<file path="src/rtl/rtc_pkg.sv">
package rtc_pkg;
  localparam logic [7:0] OFF_ALARM  = 8'h00;
  localparam logic [7:0] OFF_COUNT  = 8'h04;
  localparam logic [7:0] OFF_TRIM   = 8'h08;
  localparam logic [7:0] OFF_STATUS = 8'h10;

  localparam int ST_ALARM_FLAG = 0;
  localparam int ST_TICK_FLAG  = 1;
  localparam int ST_ALARM_EN   = 2;
  localparam int ST_TICK_EN    = 3;

  typedef enum logic [2:0] {
    SEL_NONE,
    SEL_ALARM,
    SEL_COUNT,
    SEL_TRIM,
    SEL_STATUS
  } rdSel_e;

  typedef struct packed {
    logic   wrAlarm;
    logic   wrCount;
    logic   wrTrim;
    logic   wrStatus;
    rdSel_e rdSel;
  } strobe_t;
endpackage

</file>
<file path="src/rtl/rtc_ctrl.sv">
module rtc_ctrl
  import rtc_pkg::*;
#(
  parameter int ADDR_W = 8
) (
  input  logic [ADDR_W-1:0] busAddr,
  input  logic              busWrEn,
  output strobe_t           strobes
);
  always_comb begin
    strobes = '0;
    strobes.rdSel = SEL_NONE;
    if (busAddr == ADDR_W'(OFF_ALARM)) begin
      strobes.rdSel   = SEL_ALARM;
      strobes.wrAlarm = busWrEn;
    end else if (busAddr == ADDR_W'(OFF_COUNT)) begin
      strobes.rdSel   = SEL_COUNT;
      strobes.wrCount = busWrEn;
    end else if (busAddr == ADDR_W'(OFF_TRIM)) begin
      strobes.rdSel  = SEL_TRIM;
      strobes.wrTrim = busWrEn;
    end else if (busAddr == ADDR_W'(OFF_STATUS)) begin
      strobes.rdSel    = SEL_STATUS;
      strobes.wrStatus = busWrEn;
    end
  end


  always_comb begin
    strobe_onehot_chk: assert ($onehot0({strobes.wrAlarm, strobes.wrCount,
                                         strobes.wrTrim, strobes.wrStatus}));
  end
endmodule

</file>
<file path="src/rtl/rtc_datapath.sv">
module rtc_datapath
  import rtc_pkg::*;
#(
  parameter int DATA_W = 32,
  parameter int TRIM_W = 26
) (
  input  logic              clk,
  input  logic              rst,
  input  logic              secTick,
  input  logic [DATA_W-1:0] wrData,
  input  strobe_t           strobes,
  output logic [DATA_W-1:0] rdData,
  output logic              irqAlarm,
  output logic              irqTick
);
  localparam int PAD_W = DATA_W - TRIM_W;

  logic [DATA_W-1:0] alarmReg, countReg, countNext;
  logic [TRIM_W-1:0] trimReg;
  logic alarmFlag, tickFlag, alarmEn, tickEn;
  logic alarmHit, tickHit, alarmClr, tickClr;

  always_comb begin
    if (strobes.wrCount)  countNext = wrData;
    else if (secTick)     countNext = countReg + 1'b1;
    else                  countNext = countReg;
  end

  assign alarmHit = secTick && alarmEn && (alarmReg == countNext);
  assign tickHit  = secTick && tickEn;
  assign alarmClr = strobes.wrStatus && wrData[ST_ALARM_FLAG];
  assign tickClr  = strobes.wrStatus && wrData[ST_TICK_FLAG];

  always_ff @(posedge clk) begin
    if (rst) begin
      alarmReg  <= '0;
      countReg  <= '0;
      trimReg   <= '0;
      alarmFlag <= 1'b0;
      tickFlag  <= 1'b0;
      alarmEn   <= 1'b0;
      tickEn    <= 1'b0;
    end else begin
      countReg <= countNext;
      if (strobes.wrAlarm) alarmReg <= wrData;
      if (strobes.wrTrim)  trimReg  <= wrData[TRIM_W-1:0];
      if (strobes.wrStatus) begin
        alarmEn <= wrData[ST_ALARM_EN];
        tickEn  <= wrData[ST_TICK_EN];
      end
      if (alarmHit)      alarmFlag <= 1'b1;
      else if (alarmClr) alarmFlag <= 1'b0;
      if (tickHit)       tickFlag  <= 1'b1;
      else if (tickClr)  tickFlag  <= 1'b0;
    end
  end

  always_comb begin
    unique case (strobes.rdSel)
      SEL_ALARM:  rdData = alarmReg;
      SEL_COUNT:  rdData = countReg;
      SEL_TRIM:   rdData = {{PAD_W{1'b0}}, trimReg};
      SEL_STATUS: rdData = {{(DATA_W-4){1'b0}}, tickEn, alarmEn, tickFlag, alarmFlag};
      default:    rdData = '0;
    endcase
  end

  assign irqAlarm = alarmFlag;
  assign irqTick  = tickFlag;


  count_step_chk: assert property (@(posedge clk) disable iff (rst)
    (secTick && !strobes.wrCount) |=> countReg == $past(countReg) + 1'b1);


  count_hold_chk: assert property (@(posedge clk) disable iff (rst)
    (!secTick && !strobes.wrCount) |=> $stable(countReg));


  alarm_sticky_chk: assert property (@(posedge clk) disable iff (rst)
    (alarmFlag && !strobes.wrStatus) |=> alarmFlag);


  tick_flag_chk: assert property (@(posedge clk) disable iff (rst)
    (secTick && tickEn) |=> tickFlag);


  alarm_gate_chk: assert property (@(posedge clk) disable iff (rst)
    (!alarmFlag && !alarmEn) |=> !alarmFlag);


  count_load_chk: assert property (@(posedge clk) disable iff (rst)
    strobes.wrCount |=> countReg == $past(wrData));
endmodule

</file>
<file path="src/rtl/rtc_top.sv">
module rtc_top
  import rtc_pkg::*;
#(
  parameter int ADDR_W = 8,
  parameter int DATA_W = 32,
  parameter int TRIM_W = 26
) (
  input  logic              clk,
  input  logic              rst,
  input  logic              secTick,
  input  logic [ADDR_W-1:0] busAddr,
  input  logic              busWrEn,
  input  logic [DATA_W-1:0] busWrData,
  output logic [DATA_W-1:0] busRdData,
  output logic              irqAlarm,
  output logic              irqTick
);
  strobe_t strobes;

  rtc_ctrl #(.ADDR_W(ADDR_W)) u_ctrl (
    .busAddr (busAddr),
    .busWrEn (busWrEn),
    .strobes (strobes)
  );

  rtc_datapath #(.DATA_W(DATA_W), .TRIM_W(TRIM_W)) u_dp (
    .clk      (clk),
    .rst      (rst),
    .secTick  (secTick),
    .wrData   (busWrData),
    .strobes  (strobes),
    .rdData   (busRdData),
    .irqAlarm (irqAlarm),
    .irqTick  (irqTick)
  );


  status_reserved_chk: assert property (@(posedge clk) disable iff (rst)
    (busAddr == ADDR_W'(OFF_STATUS)) |-> busRdData[DATA_W-1:4] == '0);


  irq_level_chk: assert property (@(posedge clk) disable iff (rst)
    (busAddr == ADDR_W'(OFF_STATUS)) |-> (busRdData[1:0] == {irqTick, irqAlarm}));
endmodule

</file>
<file path="config.mk">
export PLATFORM = sky130hd
export DESIGN_NAME = rtc_top
export DESIGN_NICKNAME = d
export VERILOG_FILES = /design/src/rtl/rtc_pkg.sv /design/src/rtl/rtc_ctrl.sv /design/src/rtl/rtc_datapath.sv /design/src/rtl/rtc_top.sv
export SDC_FILE = /design/constraint.sdc
export NUM_CORES = 1
export LEC_CHECK = 0
export ABC_AREA = 0
export BUFFER_PORTS_ARGS = -buffer_cell sky130_fd_sc_hd__buf_2
export CORE_MARGIN = 2
export CORE_UTILIZATION = 45
export DETAILED_ROUTE_END_ITERATION = 8
export GPL_ROUTABILITY_DRIVEN = 1
export PLACE_DENSITY = 0.65
export REMOVE_ABC_BUFFERS = 1
export SLEW_MARGIN = 20
export SYNTH_ARGS = -nofsm -noshare
export SYNTH_HDL_FRONTEND = slang
export SYNTH_SLANG_ARGS = --single-unit
</file>
<file path="constraint.sdc">
create_clock -name clk -period 3.7 [get_ports clk]
set_input_delay 0.555 -clock clk [delete_from_list [all_inputs] [get_ports clk]]
set_output_delay 0.555 -clock clk [all_outputs]
set_load 0.1 [all_outputs]
</file>
==> results of run 1 <==
[power by group]
group | total [mW] | switching [mW] | leakage (nW) | internal (mW)
sequential | 1.02 | 0.00626 | 0.757 | 1.01
clock | 0.955 | 0.429 | 0.142 | 0.525
combinational | 0.110 | 0.0706 | 1.56 | 0.0397
[metal layers]
layer	up-vias	GRT usage, %	wire length, µm
li1	2767	-	-
met1	2774	40.4	8660
met2	195	46.6	8860
met3	15	3.35	1030
met4	0	8.57	255
met5	-	0	0
[worst max-delay path, cell delays in order, from the launching register on]
cell      delay [ns]
dfxtp_1         0.46
and4_1          0.30
nand4_1         0.54
or4_4           0.75
xnor2_1         0.17
o21ai_1         0.08
or4_4           0.49
a211oi_2        0.27
a31o_1          0.17
[path summary, 6_finish.rpt]
path,startpoint,to,slack (ns)
min,u_dp.trimReg[18],u_dp.trimReg[18],0.45
min reg2reg,u_dp.trimReg[18],u_dp.trimReg[18],0.45
max,u_dp.countReg[8],u_dp.irqAlarm,0.41
max reg2reg,u_dp.countReg[8],u_dp.irqAlarm,0.41
[logic make-up after synthesis]
| family | share of synthesized area (%) |
|---|---|
| flip-flops | 33.5 |
| adder cells (fa/ha/maj) | 0.222 |
| AND/OR/NAND/NOR | 29.6 |
| buffers and inverters | 4.89 |
| XOR/XNOR | 11.2 |
| AO/OA/AOI/OAI | 19.5 |
| multiplexers | 1.25 |
[cell type report]
cell class,count,area (µm²)
inverters,11,41.3
well taps,168,210
clock buffers,9,225
fillers,1195,5380
repair buffers,92,826
multi-input cells,595,3480
clock inverters,7,72.6
flip-flops and latches,94,1880
[layout by cell type (no fill, tap or decap), types with 3 or more instances in the layout]
master	count
o31ai_1	3
buf_12	22
a211oi_1	25
a22o_1	6
nor4_1	12
nor2b_1	4
and4_2	3
o21ai_0	7
nand2b_1	5
a222oi_1	7
clkbuf_16	9
mux2i_1	7
xnor3_1	3
nor2_1	49
nand3_1	19
nand2_1	189
nor3_1	14
o21a_1	3
and3_1	11
buf_2	56
and2_1	7
nand4_1	19
a21oi_1	68
a31oi_1	5
buf_4	14
dfxtp_1	94
a22oi_1	20
xnor2_1	42
and4_1	6
xor2_1	22
inv_1	11
[flip-flops by register name, summed over array words and instances, names as in the netlist]
name,count
u_dp.trimReg,26
u_dp.alarmEn,1
u_dp.countReg,32
u_dp.tickEn,1
u_dp.alarmReg,32
u_dp.irqAlarm,1
u_dp.irqTick,1
[per-stage QoR]
stage          hold slack, ns  utilization [%]
6_report                0.453             55.6
5_1_grt                 0.454             55.6
3_3_place_gp            0.438             53.1
4_1_cts                 0.445             55.6
2_1_floorplan           0.425                -
3_5_place_dp            0.446             53.1
==> results.toml, run 1 <==
[status]
status = "complete, no violations"

[sta]
fin_crit_ns = 3.29
relSlewSlack_pct = 50.7
max_freq_mhz = 304
tns_ns = 0
finalCritPeriodShare_pct = 89.0
rsz0062_at_grt = "false"
hold_viol_final = 0
finalMaxSlewViolations = 0
setup_violations = 0
skew_ns = 0.00958
worstMarginPinSlew_ns = 0.739
fin_ws_ns = 0.406

[layout]
drive_gt1_share_pct = 15.0
fin_cells = 976
design_area_um2 = 6730
fin_nets = 848
num_antenna_cells = 0
area_growth_pct = 19.7

[floorplanning]
die_y_um = 116
coreArea_um2 = 12100
dieArea_um2 = 13400
die_w_um = 116
rows = 40
start_util_pct = 46.4
boundaryPins = 78

[cts]
clk_latency_ns = 0.36
ctsResizeCount = 0
holdBufCountCts = 0
cts_tree = "built"
cts_buffer_depth = 2
postCtsSetupRepairBufs = 0
htreeDepth = 3
cts.reportedPaths.clkPinSlew_ns = 0.07
cts_sinks = 94
cts-root-buf = "clkbuf_16"
numCtsBuffers = 9

[yosys]
async_flop_share_pct = 0
syn-cell-area_um2 = 5630
syn_area_per_cell_um2 = 7.42
syn_inst = 758
synth_top_area_share_pct = 33.5
ys.flop_type = "dfxtp_1"
synth_edf_count = 0
ys_top_cells_by_count = "189 x nand2_1, 94 x dfxtp_1, 68 x a21oi_1"
synth_top_area_cell = "dfxtp_1"
yosysMostFrequentCell = "nand2_1"
synth-seq-area-share_pct = 33.5
synth_area_leaders = "dfxtp_1 33%, nand2_1 13%, xnor2_1 6.5%, a21oi_1 6.0%, xor2_1 3.4%"
synth_cell_type_count = 57
ys_seq_elements = 94
synth_warnings = 0

[worst_setup_path]
cp_data_arrival_time_ns = 3.60
endpoint_kind = "register"
start_kind = "register"
cp.required_ns = 4.01
crit_path_max_fanout = 11
r2r_cells = 8
critical_path_class = "reg -> reg"

[placed_design]
place_area_um2 = 6440
dp_slack_ns = 0.466
portBuffers = 77
place.gp.congestion = 0.996
dp_hpwl_mm = 13.2
placedCellCount = 960

[power_and_ir_drop]
power_density_nw_per_um2 = 310
ir_worst_vdd_uv = 178
power_mw = 2.09
p_leak_nw = 2.46

[global_route]
grt-ovfl-total = 0
grt_max_degree = 56
antenna_found_initial = 0
grt_pass1_wl_mm = 29.6
grt_use_total_pct = 28.7
grt_pass1_vias = 5421

[flow_run]
cap_violations = 0

[route]
ant_nets = 0
wl_per_cell_um = 19.3
vias = 5751
finalWirelength_mm = 18.8
drc = 0
viasPerCell = 5.89
drtIter0Drc = 626
first_pass_iters = 6

[hold_path]
hp-class = "reg -> reg"
holdPathStages = 2
Power figures use the tool's default switching activity.
==> run 2: changes to the inputs <==
- PLACE_DENSITY: 0.65 -> 0.67
- clock period: 3.7 -> 2.85 ns (I/O delays scaled with it)
==> results.toml, run 2 (synthesized netlist as in run 1, its figures left out) <==
[status]
status = "complete, no violations"

[sta]
skew_ns = 0.00596
fin_ws_ns = 0.109
finalMaxSlewViolations = 0
relSlewSlack_pct = 56.9
hold_viol_final = 0
rsz0062_at_grt = "false"
worstMarginPinSlew_ns = 0.640
tns_ns = 0
max_freq_mhz = 365
finalCritPeriodShare_pct = 96.2
fin_crit_ns = 2.74
setup_violations = 0

[flow_run]
cap_violations = 0

[worst_setup_path]
start_kind = "register"
critical_path_class = "reg -> reg"
cp_data_arrival_time_ns = 3.04
cp.required_ns = 3.15
crit_path_max_fanout = 9
endpoint_kind = "register"

[layout]
reg_top3 = "u_dp.alarmReg: 32 flops, u_dp.countReg: 32 flops, u_dp.trimReg: 26 flops"
multi_input_area_um2 = 3490
register_area_um2 = 1890
drive_gt1_share_pct = 18.3
fin_nets = 870
area_growth_pct = 26.8
num_antenna_cells = 0
post-route-util_pct = 58.9
final_common_cell = "nand2_1"
final_cell_mix = "189 x nand2_1, 87 x dfxtp_1, 68 x a21oi_1"
fillCellCount = 1134

[placed_design]
dp_hpwl_mm = 13.7
portBuffers = 77
place.gp.congestion = 0.985
dp_slack_ns = -0.0246

[floorplanning]
boundaryPins = 78
die_y_um = 116
rows = 40
start_util_pct = 46.4
die_w_um = 116
coreArea_um2 = 12100
dieArea_um2 = 13400

[power_and_ir_drop]
power_mw = 2.67
p_clk_share_pct = 44.7
p_seq_share_pct = 49.6
p_sw_uw = 609
p_leak_nw = 2.61
ir_worst_vdd_uv = 366
intPower_mw = 2.06
combPwrFrac_pct = 5.7
p_sw_share_pct = 22.8
power_density_nw_per_um2 = 374

[route]
drc = 0
vias = 5913
wl_per_cell_um = 18.8
first_pass_iters = 7
finalWirelength_mm = 18.8
ant_nets = 0
viasPerCell = 5.93
drtIter0Drc = 544

[cts]
holdBufCountCts = 0
cts_buffer_depth = 2
cts.reportedPaths.clkPinSlew_ns = 0.07
cts-root-buf = "clkbuf_16"
cts_sinks = 94
clk_latency_ns = 0.35
htreeDepth = 3
postCtsSetupRepairBufs = 0
numCtsBuffers = 9
cts_tree = "built"

[global_route]
grt-ovfl-total = 0
antenna_found_initial = 0
grt_max_degree = 52
grt_pass1_vias = 5761
grt_pass1_wl_mm = 30.1
grt_use_total_pct = 28.8

[hold_path]
hp-class = "in -> reg"
-- run 2: what timing repair did --
action,in CTS,in global routing
setup endpoints to repair,0,1
gates resized for setup,0,14
endpoints found under the hold margin,0,0
-- run 2: final cells by class --
type | count | area share, %
Clock buffer | 15 | 4.03
Inverter | 11 | 0.579
Multi-Input combinational cell | 595 | 49.0
Sequential cell | 94 | 26.5
Tap cell | 168 | 2.95
Timing Repair Buffer | 114 | 17.0
-- run 2: layer usage --
metal / up-vias / part of all wire (%) / routed length, µm / track usage [%]
li1: 2795 / - / - / -
met1: 2838 / 44 / 8240 / 39.0
met2: 247 / 47 / 8810 / 45.9
met3: 33 / 6.6 / 1230 / 4.55
met4: 0 / 2.7 / 500 / 12.1
met5: - / 0 / 0 / 0
-- run 2: power by group through the flow --
stage	Clock, mW	Combinational, mW	Sequential [mW]
after floorplan	0	0.0444	1.35
after global placement	0	0.146	1.35
after detailed placement	0	0.149	1.35
after CTS	1.21	0.150	1.32
after global routing	1.25	0.166	1.32
final	1.19	0.152	1.32
-- run 2: worst paths after layout --
check	start	to	slack [ns]	depth (start not counted)
setup / recovery	u_dp.countReg[11]	u_dp.irqAlarm	0.11	9
hold / removal	busWrData[4]	u_dp.alarmReg[4]	0.34	3
setup reg to reg	u_dp.countReg[11]	u_dp.irqAlarm	0.11	9
hold reg to reg	u_dp.trimReg[25]	u_dp.trimReg[25]	0.46	2
-- run 2: critical path, stage by stage (launching register included) --
cell and delay, ns:
dfxtp_1 0.42, and4_4 0.27, nand4_1 0.22, buf_6 0.23, nor3_1 0.23, xnor2_1 0.20
o21ai_1 0.17, or4_4 0.54, a211oi_2 0.25, a31o_1 0.15
-- run 2: per-stage QoR --
stage	std cells	hold WS, ns	area [µm²]
3_3_place_gp	982	0.438	6820
6_report	997	0.337	7130
2_1_floorplan	700	0.425	5390
5_1_grt	997	0.349	7130
4_1_cts	997	0.332	7100
3_5_place_dp	982	0.446	6820
